[config.mk]
export PLATFORM = sky130hd
export DESIGN_NAME = adc_sleep_seq
export DESIGN_NICKNAME = d
export VERILOG_FILES = /design/src/rtl/adc_seq_pkg.sv /design/src/rtl/seq_start_arb.sv /design/src/rtl/seq_conv_timer.sv /design/src/rtl/seq_irq_ctrl.sv /design/src/rtl/adc_sleep_seq.sv
export SDC_FILE = /design/constraint.sdc
export NUM_CORES = 1
export LEC_CHECK = 0
export BUFFER_PORTS_ARGS = -buffer_cell sky130_fd_sc_hd__buf_4
export CORE_MARGIN = 2
export CORE_UTILIZATION = 39
export DETAILED_ROUTE_END_ITERATION = 8
export PLACE_DENSITY_LB_ADDON = 0.2
export SYNTH_ARGS = -nofsm -noshare
export SYNTH_HDL_FRONTEND = slang
export SYNTH_SLANG_ARGS = --single-unit
[constraint.sdc]
create_clock -name clk -period 1.9 [get_ports clk]
set_clock_uncertainty 0.1 [all_clocks]
set_input_delay 0.285 -clock clk [delete_from_list [all_inputs] [get_ports clk]]
set_output_delay 0.285 -clock clk [all_outputs]
set_load 0.01 [all_outputs]
[src/rtl/adc_seq_pkg.sv]
package adc_seq_pkg;

  // Sleep mode codes in which a halted CPU may launch a conversion
  localparam int unsigned SLP_IDLE = 0;
  localparam int unsigned SLP_NRED = 1;

  // True when the mode code is one of the two quiet modes
  function automatic logic is_quiet_mode(input int unsigned code);
    return (code == SLP_IDLE) || (code == SLP_NRED);
  endfunction

endpackage

[src/rtl/seq_start_arb.sv]
module seq_start_arb #(
  parameter int MODE_W = 3
) (
  input  logic              clk,
  input  logic              rst_n,
  input  logic              cpu_asleep,
  input  logic [MODE_W-1:0] sleep_mode,
  input  logic              adc_en,
  input  logic              auto_trig_en,
  input  logic              nc_dis,
  input  logic              sw_start,
  input  logic              trig_pulse,
  input  logic              busy,
  output logic              start_go
);
  import adc_seq_pkg::*;

  logic asleep_q;
  logic sleep_rise;
  logic quiet;
  logic sleep_ok;
  logic trig_ok;

  always_ff @(posedge clk) begin
    if (!rst_n) asleep_q <= 1'b0;
    else        asleep_q <= cpu_asleep;
  end

  // A sleep entry is the only moment a halted CPU can launch a conversion
  assign sleep_rise = cpu_asleep & ~asleep_q;
  assign quiet      = is_quiet_mode(int'(sleep_mode));
  assign sleep_ok   = sleep_rise & quiet & ~auto_trig_en & ~nc_dis;
  assign trig_ok    = trig_pulse & auto_trig_en;

  assign start_go = adc_en & ~busy & (sw_start | trig_ok | sleep_ok);

  // one sleep launch per entry: a held sleep level without trigger or software cannot launch
  a_r9_one_per_entry: assert property (@(posedge clk) disable iff (!rst_n)
    (asleep_q && cpu_asleep && !sw_start && !trig_pulse) |-> !start_go);

endmodule

[src/rtl/seq_conv_timer.sv]
module seq_conv_timer #(
  parameter int NORM_CYC = 13,
  parameter int EXT_CYC  = 25
) (
  input  logic clk,
  input  logic rst_n,
  input  logic adc_en,
  input  logic start_go,
  output logic busy,
  output logic conv_start,
  output logic conv_ext,
  output logic conv_done
);
  localparam int CNT_W = $clog2(EXT_CYC);
  localparam logic [CNT_W-1:0] NORM_LD = CNT_W'(NORM_CYC - 1);
  localparam logic [CNT_W-1:0] EXT_LD  = CNT_W'(EXT_CYC - 1);

  logic             en_q;
  logic             ext_pend;
  logic             en_rise;
  logic             ext_now;
  logic [CNT_W-1:0] cnt;

  assign en_rise = adc_en & ~en_q;
  assign ext_now = ext_pend | en_rise;

  always_ff @(posedge clk) begin
    if (!rst_n) begin
      en_q       <= 1'b0;
      ext_pend   <= 1'b0;
      busy       <= 1'b0;
      conv_start <= 1'b0;
      conv_ext   <= 1'b0;
      conv_done  <= 1'b0;
      cnt        <= '0;
    end else begin
      en_q       <= adc_en;
      conv_start <= 1'b0;
      conv_done  <= 1'b0;
      if (en_rise) ext_pend <= 1'b1;
      if (!adc_en) begin
        // abort: no completion event
        busy <= 1'b0;
        cnt  <= '0;
      end else if (busy) begin
        if (cnt == '0) begin
          busy      <= 1'b0;
          conv_done <= 1'b1;
        end else begin
          cnt <= cnt - 1'b1;
        end
      end else if (start_go) begin
        busy       <= 1'b1;
        conv_start <= 1'b1;
        conv_ext   <= ext_now;
        cnt        <= ext_now ? EXT_LD : NORM_LD;
        ext_pend   <= 1'b0;
      end
    end
  end

  // Checker-only run length counter
  logic [CNT_W:0] chk_len;
  always_ff @(posedge clk) begin
    if (!rst_n || !busy) chk_len <= '0;
    else                 chk_len <= chk_len + 1'b1;
  end

  // a completed conversion lasted the length selected by its kind
  a_r6_run_length: assert property (@(posedge clk) disable iff (!rst_n)
    conv_done |-> (chk_len == (conv_ext ? (CNT_W+1)'(EXT_CYC) : (CNT_W+1)'(NORM_CYC))));

  // disabling mid-conversion aborts with no completion
  a_r10_abort: assert property (@(posedge clk) disable iff (!rst_n)
    (busy && !adc_en) |=> (!busy && !conv_done));

  // completion strobe only ends a running conversion
  a_r7_done_after_busy: assert property (@(posedge clk) disable iff (!rst_n)
    conv_done |-> $past(busy));

endmodule

[src/rtl/seq_irq_ctrl.sv]
module seq_irq_ctrl (
  input  logic clk,
  input  logic rst_n,
  input  logic conv_done,
  input  logic irq_en,
  input  logic irq_ack,
  input  logic flag_clr,
  input  logic cpu_asleep,
  output logic irq_flag,
  output logic irq_req,
  output logic wake_req
);

  always_ff @(posedge clk) begin
    if (!rst_n)                   irq_flag <= 1'b0;
    else if (conv_done)           irq_flag <= 1'b1;
    else if (irq_ack || flag_clr) irq_flag <= 1'b0;
  end

  assign irq_req  = irq_flag & irq_en;
  assign wake_req = irq_req & cpu_asleep;

  // flag is sticky until cleared
  a_r7_flag_hold: assert property (@(posedge clk) disable iff (!rst_n)
    (irq_flag && !irq_ack && !flag_clr) |=> irq_flag);

  // completion with interrupts enabled yields a request
  a_r7_done_req: assert property (@(posedge clk) disable iff (!rst_n)
    (conv_done && irq_en) |=> (irq_flag && (irq_req || !irq_en)));

  // wake only accompanies an interrupt request
  a_r8_wake_needs_flag: assert property (@(posedge clk) disable iff (!rst_n)
    wake_req |-> irq_flag);

endmodule

[src/rtl/adc_sleep_seq.sv]
module adc_sleep_seq #(
  parameter int MODE_W   = 3,
  parameter int NORM_CYC = 13,
  parameter int EXT_CYC  = 25
) (
  input  logic              clk,
  input  logic              rst_n,
  input  logic              cpu_asleep,
  input  logic [MODE_W-1:0] sleep_mode,
  input  logic              adc_en,
  input  logic              auto_trig_en,
  input  logic              nc_dis,
  input  logic              sw_start,
  input  logic              trig_pulse,
  input  logic              irq_en,
  input  logic              irq_ack,
  input  logic              flag_clr,
  output logic              conv_start,
  output logic              conv_ext,
  output logic              conv_done,
  output logic              busy,
  output logic              irq_flag,
  output logic              irq_req,
  output logic              wake_req
);

  logic start_go;

  seq_start_arb #(.MODE_W(MODE_W)) u_arb (
    .clk          (clk),
    .rst_n        (rst_n),
    .cpu_asleep   (cpu_asleep),
    .sleep_mode   (sleep_mode),
    .adc_en       (adc_en),
    .auto_trig_en (auto_trig_en),
    .nc_dis       (nc_dis),
    .sw_start     (sw_start),
    .trig_pulse   (trig_pulse),
    .busy         (busy),
    .start_go     (start_go)
  );

  seq_conv_timer #(.NORM_CYC(NORM_CYC), .EXT_CYC(EXT_CYC)) u_tmr (
    .clk        (clk),
    .rst_n      (rst_n),
    .adc_en     (adc_en),
    .start_go   (start_go),
    .busy       (busy),
    .conv_start (conv_start),
    .conv_ext   (conv_ext),
    .conv_done  (conv_done)
  );

  seq_irq_ctrl u_irq (
    .clk        (clk),
    .rst_n      (rst_n),
    .conv_done  (conv_done),
    .irq_en     (irq_en),
    .irq_ack    (irq_ack),
    .flag_clr   (flag_clr),
    .cpu_asleep (cpu_asleep),
    .irq_flag   (irq_flag),
    .irq_req    (irq_req),
    .wake_req   (wake_req)
  );

  // the arbiter never launches into a running conversion
  a_r5_no_start_busy: assert property (@(posedge clk) disable iff (!rst_n)
    busy |-> !start_go);

  // a launch decision produces a start strobe and busy next cycle
  a_r2_start_strobe: assert property (@(posedge clk) disable iff (!rst_n)
    start_go |=> (busy && conv_start));

endmodule

== After elaboration in Yosys (flattened, before gate mapping) ==
Cells that the tools add are included.
Operators by class
  muxes and demuxes: 14
  reduce and logical (&&, ||, !) cells: 11
  bitwise gates (word level): 20
  add/sub/neg operators: 1
  eq/ne operators: 2
Operator list (number)
  two-way mux 5 bit: 4
  bitwise AND 1 bit: 10
  two-way mux 1 bit: 10
  inverter 1 bit: 7
  AND reduction 3 bit: 2
  logical NOT 5 bit: 1
  subtractor 5 x 1 -> 5 bit (second input constant): 1
  AND reduction 2 bit: 2
  nonzero test 2 bit: 2
  == test 3 x 1 -> 1 bit (second input constant): 1
  logical NOT 3 bit: 1
  bitwise OR 1 bit: 3
  OR reduction 3 bit: 1
  logical OR 1 bit: 2
  != test 2 bit (second input constant): 1
Storage, ports and cells
  bits of input ports: 14
  logic and storage cells: 57
  bits in registers: 13

== Longest topological paths before layout ==
Gate-level depths: netlist of the first run.
  word-level depth: 10
  gate-level depth with buffers: 6
  depth with buffers taken out: 6

== Hierarchy ==
From an unflattened synthesis of the first run, not the netlist that was laid out.
Unflattened totals
  cells, all modules: 61
  area, all modules: 600.6 µm²
By module, submodules not included
  seq_conv_timer: times used 1, area each 481.7 µm², cells each 49
  seq_start_arb: times used 1, area each 63.8 µm², cells each 7
  seq_irq_ctrl: times used 1, area each 55.1 µm², cells each 5

== Worst setup path before layout of the first run ==
Ideal clock, no wire load.
  path type: register -> register
  from: register u_tmr.cnt[0]
  to: register u_tmr.cnt[1]
  cell stages (with the launch flop): 7
  arrival: 1.857 ns
  library setup time: 0.121 ns
  period minus slack after synthesis: 2.078 ns
  slack: -0.178 ns
  buffers on the path: 0
  cells stage by stage: dfxtp_1 -> inv_1 -> ha_1 -> or4b_4 -> a222oi_1 -> mux2i_1 -> nor2_1
On the way
  word-level cells in the longest chain between the ends: 3
Ends and longest elaborated chain
  start, declared: RTL line seq_conv_timer.sv:22  | logic [CNT_W-1:0] cnt;
  start signal, assigned: RTL line seq_conv_timer.sv:50  | cnt <= cnt - 1'b1;
  start signal, assigned: RTL line seq_conv_timer.sv:56  | cnt <= ext_now ? EXT_LD : NORM_LD;
  subtractor 5 x 1 -> 5 bit or logical NOT 5 bit (tied branches): RTL line seq_conv_timer.sv:50, seq_conv_timer.sv:46
  two-way mux 5 bit or != test 2 bit (tied branches)
  two-way mux 5 bit or AND reduction 2 bit (tied branches)
Parallel ways exist; a longest one is shown, timed or not. The select of a mux whose other input is x is not followed.
A chain may end at the register's enable or synchronous reset.

== Worst setup path after layout of the first run ==
  from: register u_tmr.cnt[1]
  to: register u_tmr.cnt[1]
Same word-level chain as after synthesis.

==> metrics.txt, run 1 <==
# TYPE chip_impl_metric gauge
chip_impl_metric{name="totalPowerFinal",unit="uW"} 558
chip_impl_metric{name="postSynthCellCount",unit=""} 65
chip_impl_metric{name="cts_buffer_depth",unit=""} 2
chip_impl_metric{name="synth-xor-area-share",unit="%"} 1.49
chip_impl_metric{name="vias_per_cell",unit=""} 5.37
chip_impl_metric{name="period_minus_slack",unit="ps"} 1870
chip_impl_metric{name="grt_pass1_vias",unit=""} 524
chip_impl_metric{name="timing_worst_slew_pin_value",unit="ps"} 390
chip_impl_info{name="setup.worst_path.start_class",value="flip-flop"} 1
chip_impl_metric{name="pin_count_of_the_biggest_net_entering_global_routing",unit=""} 9
chip_impl_metric{name="timing.setup.tns",unit="ps"} 0
chip_impl_metric{name="synth-async-reset-ratio",unit="%"} 0
chip_impl_metric{name="layout_cell_area_excl_fill",unit="um^2"} 845
chip_impl_metric{name="cts.htree.levels",unit=""} 1
chip_impl_metric{name="arrival_time_reported_for_the_critical_path_endpoint",unit="ps"} 1940
chip_impl_metric{name="detailroute.via_count",unit=""} 596
chip_impl_info{name="worst_setup_path_end_kind",value="flip-flop"} 1
chip_impl_info{name="timing_worst_setup_path_type",value="flip-flop to flip-flop"} 1
chip_impl_metric{name="postPlaceCellArea",unit="um^2"} 759
chip_impl_metric{name="synth_area_per_cell",unit="um^2"} 9.03
chip_impl_metric{name="portion_of_synthesized_cell_area_occupied_by_the_leading_cell_type",unit="%"} 44.3
chip_impl_metric{name="port_buffers",unit=""} 19
chip_impl_metric{name="fp.dieArea",unit="um^2"} 1830
chip_impl_metric{name="placeableCoreArea",unit="um^2"} 1350
chip_impl_info{name="synth_common_cells",value="sky130_fd_sc_hd__dfxtp_1, sky130_fd_sc_hd__inv_1, sky130_fd_sc_hd__nor2_1"} 1
chip_impl_metric{name="die_height",unit="um"} 42.8
chip_impl_metric{name="cts_made_buffers",unit=""} 3
chip_impl_info{name="status",value="finished clean"} 1
chip_impl_metric{name="final-setup-viol-count",unit=""} 0
chip_impl_metric{name="drt_wl_total",unit="mm"} 1.34
chip_impl_metric{name="global_route.usage.total",unit="%"} 15.0
chip_impl_metric{name="fmaxAchievable",unit="MHz"} 534
chip_impl_metric{name="diodes",unit=""} 0
chip_impl_metric{name="timing.slew.headroom",unit="%"} 73.7
chip_impl_metric{name="firstDrtPassIters",unit=""} 4
chip_impl_metric{name="timing.final.max_slew_violations",unit=""} 0
chip_impl_metric{name="synth_adder_area_share",unit="%"} 4.26
chip_impl_info{name="dominantRegCellSynth",value="sky130_fd_sc_hd__dfxtp_1"} 1
chip_impl_metric{name="power.static_leakage",unit="uW"} 0.000408
chip_impl_metric{name="detailedPlacementHpwl",unit="um"} 958
chip_impl_metric{name="p_per_area",unit="nW/um^2"} 661
chip_impl_info{name="cts_tree",value="done"} 1
chip_impl_metric{name="dr_wl_cell",unit="um"} 12.1
chip_impl_metric{name="final_layout_size_suffix_gt1_share",unit="%"} 41.7
chip_impl_metric{name="final_cycle_utilization_of_the_critical_path",unit="%"} 98.5
chip_impl_metric{name="synth_area_in_compound_gates",unit="%"} 15.6
chip_impl_metric{name="post_synthesis_cell_area",unit="um^2"} 587
chip_impl_metric{name="synth_edf_count",unit=""} 0
chip_impl_metric{name="post_layout_nonfiller_instances",unit=""} 111
chip_impl_metric{name="initial_utilization",unit="%"} 43.5
chip_impl_metric{name="cp_data_required_time",unit="ps"} 1970
chip_impl_metric{name="finish.net_count",unit=""} 113
chip_impl_metric{name="drt-initial-drc-count",unit=""} 8
chip_impl_metric{name="critical_path_peak_fanout",unit=""} 6
chip_impl_metric{name="wire_length_of_the_first_global_routing_pass",unit="mm"} 2.08
chip_impl_metric{name="synth_nets",unit=""} 81
chip_impl_metric{name="post_synth_and_or_nand_nor_area_fraction",unit="%"} 24.3
chip_impl_metric{name="grt_antenna_before_repair",unit=""} 0
chip_impl_metric{name="cts_num_sinks",unit=""} 13
chip_impl_info{name="main_combinational_cell_family_by_area_after_synthesis",value="simple AND/OR/NAND/NOR gates"} 1
chip_impl_metric{name="clock_latency",unit="ps"} 280
chip_impl_metric{name="area.growth.synth_to_final",unit="%"} 43.9
chip_impl_metric{name="worst_setup_hold_path_clk_slew",unit="ps"} 80
chip_impl_metric{name="synth_warnings",unit=""} 0
chip_impl_metric{name="gr-total-overflow",unit=""} 0
chip_impl_metric{name="ys_seq_elements",unit=""} 13
chip_impl_metric{name="synthDistinctLibCells",unit=""} 24
chip_impl_metric{name="dpl_cells",unit=""} 101
chip_impl_metric{name="drcViolationCount",unit=""} 0
chip_impl_metric{name="antenna_violating_nets_post_route",unit=""} 0
chip_impl_metric{name="post_synth_mux_area_share",unit="%"} 3.41
chip_impl_metric{name="placement_rows",unit=""} 13
chip_impl_metric{name="count_of_final_hold_check_violations",unit=""} 0
chip_impl_info{name="yosys-top-cells-area",value="sky130_fd_sc_hd__dfxtp_1, sky130_fd_sc_hd__a21oi_1, sky130_fd_sc_hd__inv_1"} 1
chip_impl_metric{name="ys_seq_area_share",unit="%"} 44.3
chip_impl_metric{name="gp_routability_congestion",unit=""} 0.735
chip_impl_metric{name="cap_viol_max_count",unit=""} 0
chip_impl_info{name="clockRootBuffer",value="sky130_fd_sc_hd__clkbuf_4"} 1
chip_impl_info{name="cell_with_the_most_instances_after_synthesis",value="sky130_fd_sc_hd__dfxtp_1"} 1
chip_impl_metric{name="die_x",unit="um"} 42.8
chip_impl_info{name="hold_path.class",value="input pin to flip-flop"} 1
chip_impl_metric{name="max-vdd-ir-drop",unit="mV"} 0.479
chip_impl_metric{name="postCtsHoldBufs",unit=""} 0
chip_impl_metric{name="num_io_pins",unit=""} 21
chip_impl_info{name="synthDominantAreaCellType",value="sky130_fd_sc_hd__dfxtp_1"} 1
chip_impl_info{name="grt_setup_unrepaired",value="yes"} 1
power by group:
part	switching [uW]	leakage (uW)	internal [uW]
sequential	5.70	0.000107	283
combinational	41.0	0.000286	54.9
clock	92.0	0.0000150	81.6
kinds of logic after synthesis:
logic type	Yosys count
compound gates	13
mux	2
flops	13
xor+xnor	1
buf+inv	8
fa+ha+maj	2
simple gates	26
cell usage in the layout (no fill, tap or decap):
| master | netlist | layout |
|---|---|---|
| sky130_fd_sc_hd__a21o_1 | 1 | 1 |
| sky130_fd_sc_hd__a21o_2 | 1 | 1 |
| sky130_fd_sc_hd__a21oi_1 | 6 | 6 |
| sky130_fd_sc_hd__a222oi_1 | 1 | 1 |
| sky130_fd_sc_hd__a22oi_1 | 1 | 1 |
| sky130_fd_sc_hd__and2_1 | 2 | 2 |
| sky130_fd_sc_hd__and2b_1 | 1 | 1 |
| sky130_fd_sc_hd__and3_1 | 2 | 2 |
| sky130_fd_sc_hd__buf_4 | 0 | 28 |
| sky130_fd_sc_hd__clkbuf_1 | 0 | 1 |
| sky130_fd_sc_hd__clkbuf_4 | 0 | 3 |
| sky130_fd_sc_hd__dfxtp_1 | 13 | 11 |
| sky130_fd_sc_hd__dfxtp_2 | 0 | 2 |
| sky130_fd_sc_hd__ha_1 | 2 | 1 |
| sky130_fd_sc_hd__ha_4 | 0 | 1 |
| sky130_fd_sc_hd__inv_1 | 7 | 5 |
| sky130_fd_sc_hd__inv_2 | 0 | 2 |
| sky130_fd_sc_hd__mux2i_1 | 2 | 2 |
| sky130_fd_sc_hd__nand2_1 | 5 | 5 |
| sky130_fd_sc_hd__nand3_1 | 2 | 2 |
| sky130_fd_sc_hd__nor2_1 | 7 | 7 |
| sky130_fd_sc_hd__nor3_1 | 2 | 2 |
| sky130_fd_sc_hd__nor4_1 | 1 | 1 |
| sky130_fd_sc_hd__nor4b_1 | 2 | 2 |
| sky130_fd_sc_hd__o22a_2 | 1 | 1 |
| sky130_fd_sc_hd__o32ai_1 | 2 | 2 |
| sky130_fd_sc_hd__or3_2 | 1 | 1 |
| sky130_fd_sc_hd__or4b_4 | 1 | 1 |
| sky130_fd_sc_hd__xor2_1 | 1 | 1 |
sequential cells by signal, indices dropped and copies added, names as in the netlist:
signal / flops
u_tmr.cnt: 5
u_tmr.conv_ext: 1
u_tmr.conv_done: 1
u_tmr.ext_pend: 1
u_tmr.en_q: 1
u_irq.irq_flag: 1
u_arb.asleep_q: 1
u_tmr.conv_start: 1
u_tmr.busy: 1
through the flow:
stage	util (%)	hold slack (ps)	worst slack (ps)
finish	62.6	128	29.0
global route	62.6	140	-37.0
detailed placement	56.3	371	11.4
CTS	60.0	122	6.47
floorplan	-	307	-148
global placement	56.3	358	29.2
critical path, cell delays in order (launching register included):
cell and delay, ps:
sky130_fd_sc_hd__dfxtp_2 340, sky130_fd_sc_hd__inv_2 80, sky130_fd_sc_hd__ha_4 120, sky130_fd_sc_hd__or4b_4 450, sky130_fd_sc_hd__a222oi_1 230, sky130_fd_sc_hd__buf_4 210
sky130_fd_sc_hd__mux2i_1 180, sky130_fd_sc_hd__nor2_1 60
repair_timing:
| item | in CTS | in global routing |
|---|---|---|
| buffers inserted | 3 | 3 |
| setup endpoints to repair | 1 | 3 |
| pin swaps | 1 | 3 |
| gates resized for setup | 2 | 2 |
| endpoints found under the hold margin | 0 | 0 |
final timing paths:
kind	start	endpoint	slack, ps	cells past startpoint
hold reg to reg	u_tmr.conv_done	u_irq.irq_flag	380	2
hold / removal	cpu_asleep	u_arb.asleep_q	130	2
setup reg to reg	u_tmr.cnt[1]	u_tmr.cnt[1]	30	7
setup / recovery	u_tmr.cnt[1]	u_tmr.cnt[1]	30	7
layout make-up:
cell class              instances  area, um^2
well taps                      15        18.8
multi-input cells              44         300
fillers                       126         505
flip-flops and latches         13         263
repair buffers                 28         210
inverters                       7        26.3
clock buffers                   4        26.3
per-layer routing:
metal	global-route usage [%]	wire (um)	vias to the layer above
met5	0	0	-
met1	15.8	535	282
li1	-	-	290
met4	7.50	19	0
met3	5.11	103	2
met2	26.1	685	22
(Power assumes the default switching activity.)
==> run 2, diff against run 1 <==
Settings changed: RECOVER_POWER from default to 50.
==> run 2 against run 1 <==
Against the previous run: final area is 2.7% lower; clock power barely moved; core utilization shrank 1.7 points; cell count stayed put; largest cell class unchanged.
==> metrics.txt, run 2 (same netlist as run 1, synthesis figures left out) <==
# TYPE chip_impl_metric gauge
chip_impl_info{name="worstHoldStart",value="rst_n"} 1
chip_impl_metric{name="power.share.combinational",unit="%"} 16.6
chip_impl_metric{name="cts_buffer_depth",unit=""} 2
chip_impl_metric{name="r2r.worst_path.cells",unit=""} 7
chip_impl_metric{name="dr_wl_cell",unit="um"} 12.0
chip_impl_metric{name="power.static_leakage",unit="uW"} 0.000382
chip_impl_metric{name="hold_path_depth",unit=""} 2
chip_impl_metric{name="firstDrtPassIters",unit=""} 4
chip_impl_metric{name="gr-total-overflow",unit=""} 0
chip_impl_metric{name="num_io_pins",unit=""} 21
chip_impl_metric{name="clock_latency",unit="ps"} 280
chip_impl_metric{name="die_x",unit="um"} 42.8
chip_impl_metric{name="global_route.usage.total",unit="%"} 15.0
chip_impl_metric{name="placeableCoreArea",unit="um^2"} 1350
chip_impl_metric{name="max-vdd-ir-drop",unit="mV"} 0.458
chip_impl_metric{name="detailedPlacementHpwl",unit="um"} 958
chip_impl_info{name="endpoint_with_the_worst_hold_slack",value="u_arb.asleep_q"} 1
chip_impl_metric{name="critical_path_peak_fanout",unit=""} 6
chip_impl_metric{name="timing.final.max_slew_violations",unit=""} 0
chip_impl_metric{name="placement_rows",unit=""} 13
chip_impl_info{name="clockRootBuffer",value="sky130_fd_sc_hd__clkbuf_4"} 1
chip_impl_info{name="regMostFlops",value="u_tmr.cnt"} 1
chip_impl_metric{name="arrival_time_reported_for_the_critical_path_endpoint",unit="ps"} 1940
chip_impl_metric{name="diodes",unit=""} 0
chip_impl_metric{name="p_sw",unit="uW"} 137
chip_impl_metric{name="final_layout_size_suffix_gt1_share",unit="%"} 35.4
chip_impl_info{name="reg2reg_to",value="u_tmr.cnt[1]"} 1
chip_impl_metric{name="drt-initial-drc-count",unit=""} 8
chip_impl_metric{name="antenna_violating_nets_post_route",unit=""} 0
chip_impl_metric{name="seq_area",unit="um^2"} 263
chip_impl_info{name="worst_setup_path_end_kind",value="flip-flop"} 1
chip_impl_info{name="status",value="finished clean"} 1
chip_impl_metric{name="clock_power_share",unit="%"} 31.2
chip_impl_metric{name="port_buffers",unit=""} 19
chip_impl_metric{name="timing_worst_slew_pin_value",unit="ps"} 386
chip_impl_metric{name="cts_made_buffers",unit=""} 3
chip_impl_metric{name="sw_frac_of_total",unit="%"} 24.8
chip_impl_metric{name="die_height",unit="um"} 42.8
chip_impl_metric{name="cap_viol_max_count",unit=""} 0
chip_impl_metric{name="count_of_final_hold_check_violations",unit=""} 0
chip_impl_info{name="hold_path.class",value="input pin to flip-flop"} 1
chip_impl_metric{name="totalPowerFinal",unit="uW"} 553
chip_impl_metric{name="timing.setup.tns",unit="ps"} 0
chip_impl_metric{name="max_reg_flops",unit=""} 5
chip_impl_metric{name="timing.slew.headroom",unit="%"} 73.9
chip_impl_metric{name="nFillCells",unit=""} 135
chip_impl_info{name="most_common_cell_after_layout_fill_and_taps_aside",value="sky130_fd_sc_hd__buf_4"} 1
chip_impl_metric{name="grt_antenna_before_repair",unit=""} 0
chip_impl_metric{name="final_cycle_utilization_of_the_critical_path",unit="%"} 98.3
chip_impl_metric{name="area_of_combinational_cells_with_multiple_inputs",unit="um^2"} 300
chip_impl_info{name="setup.worst_path.start_class",value="flip-flop"} 1
chip_impl_metric{name="p_per_area",unit="nW/um^2"} 673
chip_impl_metric{name="final-setup-viol-count",unit=""} 0
chip_impl_metric{name="p_int",unit="uW"} 416
chip_impl_metric{name="worst_setup_hold_path_clk_slew",unit="ps"} 80
chip_impl_metric{name="cts.htree.levels",unit=""} 1
chip_impl_metric{name="fmaxAchievable",unit="MHz"} 535
chip_impl_metric{name="cp_data_required_time",unit="ps"} 1970
chip_impl_metric{name="post_layout_nonfiller_instances",unit=""} 111
chip_impl_metric{name="final.hold.worst_slack",unit="ps"} 136
chip_impl_metric{name="grt_pass1_vias",unit=""} 524
chip_impl_metric{name="wire_length_of_the_first_global_routing_pass",unit="mm"} 2.08
chip_impl_metric{name="ff2ff_setup_slack",unit="ps"} 30
chip_impl_metric{name="postCtsHoldBufs",unit=""} 0
chip_impl_metric{name="cts_num_sinks",unit=""} 13
chip_impl_metric{name="gp_routability_congestion",unit=""} 0.735
chip_impl_metric{name="drcViolationCount",unit=""} 0
chip_impl_metric{name="finish.net_count",unit=""} 113
chip_impl_metric{name="period_minus_slack",unit="ps"} 1870
chip_impl_info{name="cts_tree",value="done"} 1
chip_impl_info{name="timing_worst_setup_path_type",value="flip-flop to flip-flop"} 1
chip_impl_info{name="grt_setup_unrepaired",value="yes"} 1
chip_impl_info{name="final_cell_mix",value="sky130_fd_sc_hd__buf_4, sky130_fd_sc_hd__dfxtp_1, sky130_fd_sc_hd__nor2_1, sky130_fd_sc_hd__clkbuf_1, sky130_fd_sc_hd__a21oi_1"} 1
chip_impl_metric{name="vias_per_cell",unit=""} 5.21
chip_impl_metric{name="drt_wl_total",unit="mm"} 1.33
chip_impl_metric{name="dpl_cells",unit=""} 101
chip_impl_metric{name="initial_utilization",unit="%"} 43.5
chip_impl_metric{name="fp.dieArea",unit="um^2"} 1830
chip_impl_metric{name="detailroute.via_count",unit=""} 578
chip_impl_metric{name="area.growth.synth_to_final",unit="%"} 40.1
chip_impl_info{name="worstReg2RegStart",value="u_tmr.cnt[1]"} 1
chip_impl_metric{name="p_seq_share",unit="%"} 52.2
chip_impl_metric{name="pin_count_of_the_biggest_net_entering_global_routing",unit=""} 9
[run 2: how the worst max path moves through the flow]
stage	from	to	slack, ps	depth (start not counted)
after CTS	u_tmr.cnt[0]	u_tmr.cnt[1]	6	7
after global placement	u_tmr.cnt[1]	u_tmr.cnt[1]	30	7
after floorplan	u_tmr.cnt[0]	u_tmr.cnt[1]	-150	6
final	u_tmr.cnt[1]	u_tmr.cnt[1]	30	7
after global routing	u_tmr.cnt[1]	u_tmr.cnt[1]	-40	7
after detailed placement	u_tmr.cnt[1]	u_tmr.cnt[1]	10	7
[run 2: final cells by class]
class | instances | share of cell area (%)
clock buffer | 4 | 3.20
inverter | 7 | 3.20
timing repair buffer | 28 | 22.8
sequential | 13 | 32.0
tap | 15 | 2.28
multi-input combinational | 44 | 36.5
[run 2: repair_timing]
item                                    4_1_cts  5_1_grt
resized for setup                             2        2
buffers inserted                              3        3
endpoints found under the hold margin         0        0
endpoints found under the setup margin        1        3
pin swaps                                     1        3
cloned                                        0        0
[run 2: stage by stage]
step                setup WS [ps]  area (um^2)  utilization, %
floorplan                    -148          588               -
global placement             29.2          759            56.3
detailed placement           11.4          759            56.3
CTS                          6.47          810            60.0
global route                -37.0          822            60.9
finish                       32.4          822            60.9
[run 2: critical path, stage by stage, from the launching register on]
cell and delay [ps]:
sky130_fd_sc_hd__dfxtp_2 340, sky130_fd_sc_hd__inv_2 80, sky130_fd_sc_hd__ha_4 120, sky130_fd_sc_hd__or4b_4 450
sky130_fd_sc_hd__a222oi_1 230, sky130_fd_sc_hd__buf_4 210, sky130_fd_sc_hd__mux2i_1 180, sky130_fd_sc_hd__nor2_1 60
[run 2: power by group through the flow]
stage	logic [uW]	clock network [uW]	registers, uW
global placement	85.8	0	295
detailed placement	87.1	0	295
CTS	93.8	181	289
floorplan	46.2	0	296
global route	101	188	290
finish	91.8	173	288
[run 2: layer usage]
metal	track usage, %	wire length (um)	vias to the layer above	part of all wire [%]
li1	-	-	291	-
met1	15.8	544	268	41
met2	26.1	679	17	51
met3	5.11	88	2	6.6
met4	7.50	19	0	1.4
met5	0	0	-	0
==> run 3, diff against run 2 <==
Settings changed: SYNTH_HIERARCHICAL from default to 1.
==> run 3 against run 2 <==
Against the previous run: critical path depth decreased by 2; flip-flop and latch count stayed put; final area is 0.30% lower; via count fell by 1.6%; sequential power is essentially flat; clock-buffer cell count stayed put; register-to-register slack gained 50 ps; critical endpoint is now u_tmr/cnt[0].
==> metrics.txt, run 3 <==
# TYPE chip_impl_metric gauge
chip_impl_metric{name="synth_nets",unit=""} 76
chip_impl_metric{name="final-setup-viol-count",unit=""} 0
chip_impl_metric{name="firstDrtPassIters",unit=""} 3
chip_impl_metric{name="synth_edf_count",unit=""} 0
chip_impl_metric{name="count_of_final_hold_check_violations",unit=""} 0
chip_impl_metric{name="final.hold.worst_slack",unit="ps"} 127
chip_impl_metric{name="p_seq_share",unit="%"} 52.7
chip_impl_metric{name="fp.dieArea",unit="um^2"} 1870
chip_impl_metric{name="grt_pass1_vias",unit=""} 516
chip_impl_metric{name="period_minus_slack",unit="ps"} 1810
chip_impl_info{name="busiest_layer",value="met2"} 1
chip_impl_metric{name="drt-initial-drc-count",unit=""} 2
chip_impl_metric{name="final_cycle_utilization_of_the_critical_path",unit="%"} 95.5
chip_impl_metric{name="max_reg_flops",unit=""} 5
chip_impl_metric{name="pin_count_of_the_biggest_net_entering_global_routing",unit=""} 17
chip_impl_metric{name="critical_path_peak_fanout",unit=""} 6
chip_impl_metric{name="dp_worst_setup_slack",unit="ps"} -86.9
chip_impl_metric{name="global_route.usage.met2",unit="%"} 26.3
chip_impl_metric{name="sw_frac_of_total",unit="%"} 24.5
chip_impl_metric{name="power.share.combinational",unit="%"} 16.6
chip_impl_metric{name="finish.net_count",unit=""} 105
chip_impl_info{name="regMostFlops",value="u_tmr/cnt"} 1
chip_impl_info{name="cts_tree",value="done"} 1
chip_impl_metric{name="global_route.usage.total",unit="%"} 16.0
chip_impl_info{name="hold_path.class",value="input pin to flip-flop"} 1
chip_impl_metric{name="cp_data_required_time",unit="ps"} 1970
chip_impl_metric{name="post_synthesis_cell_area",unit="um^2"} 601
chip_impl_metric{name="gr-total-overflow",unit=""} 0
chip_impl_info{name="synth_common_cells",value="sky130_fd_sc_hd__dfxtp_1, sky130_fd_sc_hd__inv_1, sky130_fd_sc_hd__a21oi_1"} 1
chip_impl_metric{name="clock_latency",unit="ps"} 270
chip_impl_metric{name="p_int",unit="uW"} 415
chip_impl_metric{name="cts_num_sinks",unit=""} 13
chip_impl_metric{name="globalRouteMet1Util",unit="%"} 19.5
chip_impl_metric{name="initial_utilization",unit="%"} 40.8
chip_impl_metric{name="cts_made_buffers",unit=""} 3
chip_impl_metric{name="gr-usage-met3",unit="%"} 5.11
chip_impl_info{name="yosys-top-cells-area",value="sky130_fd_sc_hd__dfxtp_1, sky130_fd_sc_hd__a21oi_1, sky130_fd_sc_hd__or4b_1"} 1
chip_impl_metric{name="postCtsHoldBufs",unit=""} 0
chip_impl_metric{name="worst_setup_hold_path_clk_slew",unit="ps"} 80
chip_impl_metric{name="final_setup_margin",unit="ps"} 85.8
chip_impl_metric{name="antenna_violating_nets_post_route",unit=""} 0
chip_impl_info{name="dominantRegCellSynth",value="sky130_fd_sc_hd__dfxtp_1"} 1
chip_impl_info{name="status",value="finished clean"} 1
chip_impl_metric{name="port_buffers",unit=""} 19
chip_impl_metric{name="dpl_cells",unit=""} 101
chip_impl_metric{name="gp_routability_congestion",unit=""} 0.754
chip_impl_metric{name="ys_seq_elements",unit=""} 13
chip_impl_metric{name="wire_length_of_the_first_global_routing_pass",unit="mm"} 2.22
chip_impl_metric{name="timing_worst_slew_pin_value",unit="ps"} 292
chip_impl_metric{name="synth_area_per_cell",unit="um^2"} 9.85
chip_impl_metric{name="synth-async-reset-ratio",unit="%"} 0
chip_impl_metric{name="placement_rows",unit=""} 14
chip_impl_metric{name="final_layout_size_suffix_gt1_share",unit="%"} 36.0
chip_impl_metric{name="drcViolationCount",unit=""} 0
chip_impl_metric{name="layout_cell_area_excl_fill",unit="um^2"} 820
chip_impl_metric{name="ff2ff_setup_slack",unit="ps"} 90
chip_impl_info{name="clockRootBuffer",value="sky130_fd_sc_hd__clkbuf_4"} 1
chip_impl_info{name="worstReg2RegStart",value="u_arb/asleep_q"} 1
chip_impl_metric{name="diodes",unit=""} 0
chip_impl_metric{name="cts.htree.levels",unit=""} 1
chip_impl_metric{name="hold_path_depth",unit=""} 2
chip_impl_metric{name="dr_wl_cell",unit="um"} 12.6
chip_impl_metric{name="detailroute.via_count",unit=""} 569
chip_impl_metric{name="grt_antenna_before_repair",unit=""} 0
chip_impl_metric{name="timing.slew.headroom",unit="%"} 80.3
chip_impl_metric{name="postSynthCellCount",unit=""} 61
chip_impl_metric{name="postPlaceCellArea",unit="um^2"} 807
chip_impl_info{name="setup.worst_path.start_class",value="flip-flop"} 1
chip_impl_metric{name="p_per_area",unit="nW/um^2"} 671
chip_impl_info{name="synthDominantAreaCellType",value="sky130_fd_sc_hd__dfxtp_1"} 1
chip_impl_metric{name="detailedPlacementHpwl",unit="mm"} 1.00
chip_impl_metric{name="portion_of_synthesized_cell_area_occupied_by_the_leading_cell_type",unit="%"} 43.3
chip_impl_info{name="cell_with_the_most_instances_after_synthesis",value="sky130_fd_sc_hd__dfxtp_1"} 1
chip_impl_metric{name="die_x",unit="um"} 43.2
chip_impl_metric{name="clock_power_share",unit="%"} 30.7
chip_impl_metric{name="r2r.worst_path.cells",unit=""} 5
chip_impl_metric{name="max-vdd-ir-drop",unit="mV"} 0.444
chip_impl_info{name="timing_worst_setup_path_type",value="flip-flop to flip-flop"} 1
chip_impl_info{name="final_cell_mix",value="sky130_fd_sc_hd__buf_4, sky130_fd_sc_hd__dfxtp_1, sky130_fd_sc_hd__clkbuf_1"} 1
chip_impl_metric{name="cts_buffer_depth",unit=""} 2
chip_impl_metric{name="arrival_time_reported_for_the_critical_path_endpoint",unit="ps"} 1880
chip_impl_metric{name="placeableCoreArea",unit="um^2"} 1470
chip_impl_metric{name="p_sw",unit="uW"} 135
chip_impl_metric{name="synthDistinctLibCells",unit=""} 35
chip_impl_info{name="endpoint_with_the_worst_hold_slack",value="u_arb/asleep_q"} 1
chip_impl_metric{name="drt_wl_total",unit="mm"} 1.32
chip_impl_metric{name="cts_setup_buffers",unit=""} 0
chip_impl_metric{name="power.static_leakage",unit="uW"} 0.000332
chip_impl_info{name="most_common_cell_after_layout_fill_and_taps_aside",value="sky130_fd_sc_hd__buf_4"} 1
chip_impl_metric{name="num_io_pins",unit=""} 21
chip_impl_metric{name="die_height",unit="um"} 43.2
chip_impl_metric{name="vias_per_cell",unit=""} 5.42
chip_impl_metric{name="area.growth.synth_to_final",unit="%"} 36.5
chip_impl_metric{name="fmaxAchievable",unit="MHz"} 551
chip_impl_metric{name="synth_warnings",unit=""} 6
chip_impl_metric{name="timing.setup.tns",unit="ps"} 0
chip_impl_metric{name="post_layout_nonfiller_instances",unit=""} 105
chip_impl_metric{name="timing.final.max_slew_violations",unit=""} 0
chip_impl_metric{name="ys_seq_area_share",unit="%"} 43.3
chip_impl_metric{name="cap_viol_max_count",unit=""} 0
chip_impl_info{name="worstHoldStart",value="cpu_asleep"} 1
chip_impl_info{name="worst_setup_path_end_kind",value="flip-flop"} 1
chip_impl_info{name="reg2reg_to",value="u_tmr/cnt[0]"} 1
[run 3: worst max-delay path by stage]
stage | slack, ps | from | endpoint | cells past startpoint
2_1_floorplan | 40 | u_tmr/busy | u_tmr/cnt[0] | 5
3_3_place_gp | -60 | sleep_mode[1] | u_tmr/cnt[0] | 6
3_5_place_dp | -90 | sleep_mode[1] | u_tmr/conv_ext | 7
4_1_cts | 60 | u_arb/asleep_q | u_tmr/conv_ext | 6
5_1_grt | -20 | u_arb/asleep_q | u_tmr/cnt[4] | 5
6_report | 90 | u_arb/asleep_q | u_tmr/cnt[0] | 5
[run 3: area by class of cell]
class	count	area, um^2
inverter	5	18.8
fill	143	652
sequential	13	260
clock buffer	4	26.3
tap	16	20.0
multi-input combinational	42	333
timing repair buffer	25	161
[run 3: power by group through the flow]
stage	Sequential, uW	Combinational (uW)	Clock [uW]
final	290	91.2	169
after global routing	291	100	196
after CTS	290	93.2	178
after detailed placement	296	91.3	0
after global placement	296	89.4	0
after floorplan	297	40.0	0
[run 3: worst max-delay path, cell delays in order, from the launching register on]
cell	delay [ps]
sky130_fd_sc_hd__dfxtp_1	300
sky130_fd_sc_hd__or4b_1	540
sky130_fd_sc_hd__o32ai_2	160
sky130_fd_sc_hd__nor2b_4	250
sky130_fd_sc_hd__a21oi_1	100
sky130_fd_sc_hd__a31o_2	260
[run 3: stage by stage]
stage | utilization (%) | power, uW
floorplan | - | 337
global placement | 54.8 | 385
CTS | 57.0 | 560
finish | 55.7 | 550
global route | 55.7 | 587
detailed placement | 54.8 | 387
[run 3: timing repair]
item                                    CTS  global route
pin swaps                                 0             1
endpoints found under the setup margin    1             3
resized for setup                         1             2
[run 3: cell families (layout without fill, tap and decap cells)]
kind of cell | count (synthesis) | count (layout) | share of synthesized area [%]
adders and majority gates | 1 | 1 | 2.08
AOI/OAI and AO/OA | 17 | 17 | 21.0
DFF | 13 | 13 | 43.3
buffers and inverters | 6 | 34 | 3.75
and+or+nand+nor | 24 | 24 | 29.8
[run 3: layer usage]
metal,vias to the layer above,wire length (um)
met5,-,0
met4,0,10
met3,2,66
met2,12,627
met1,266,615
li1,289,-
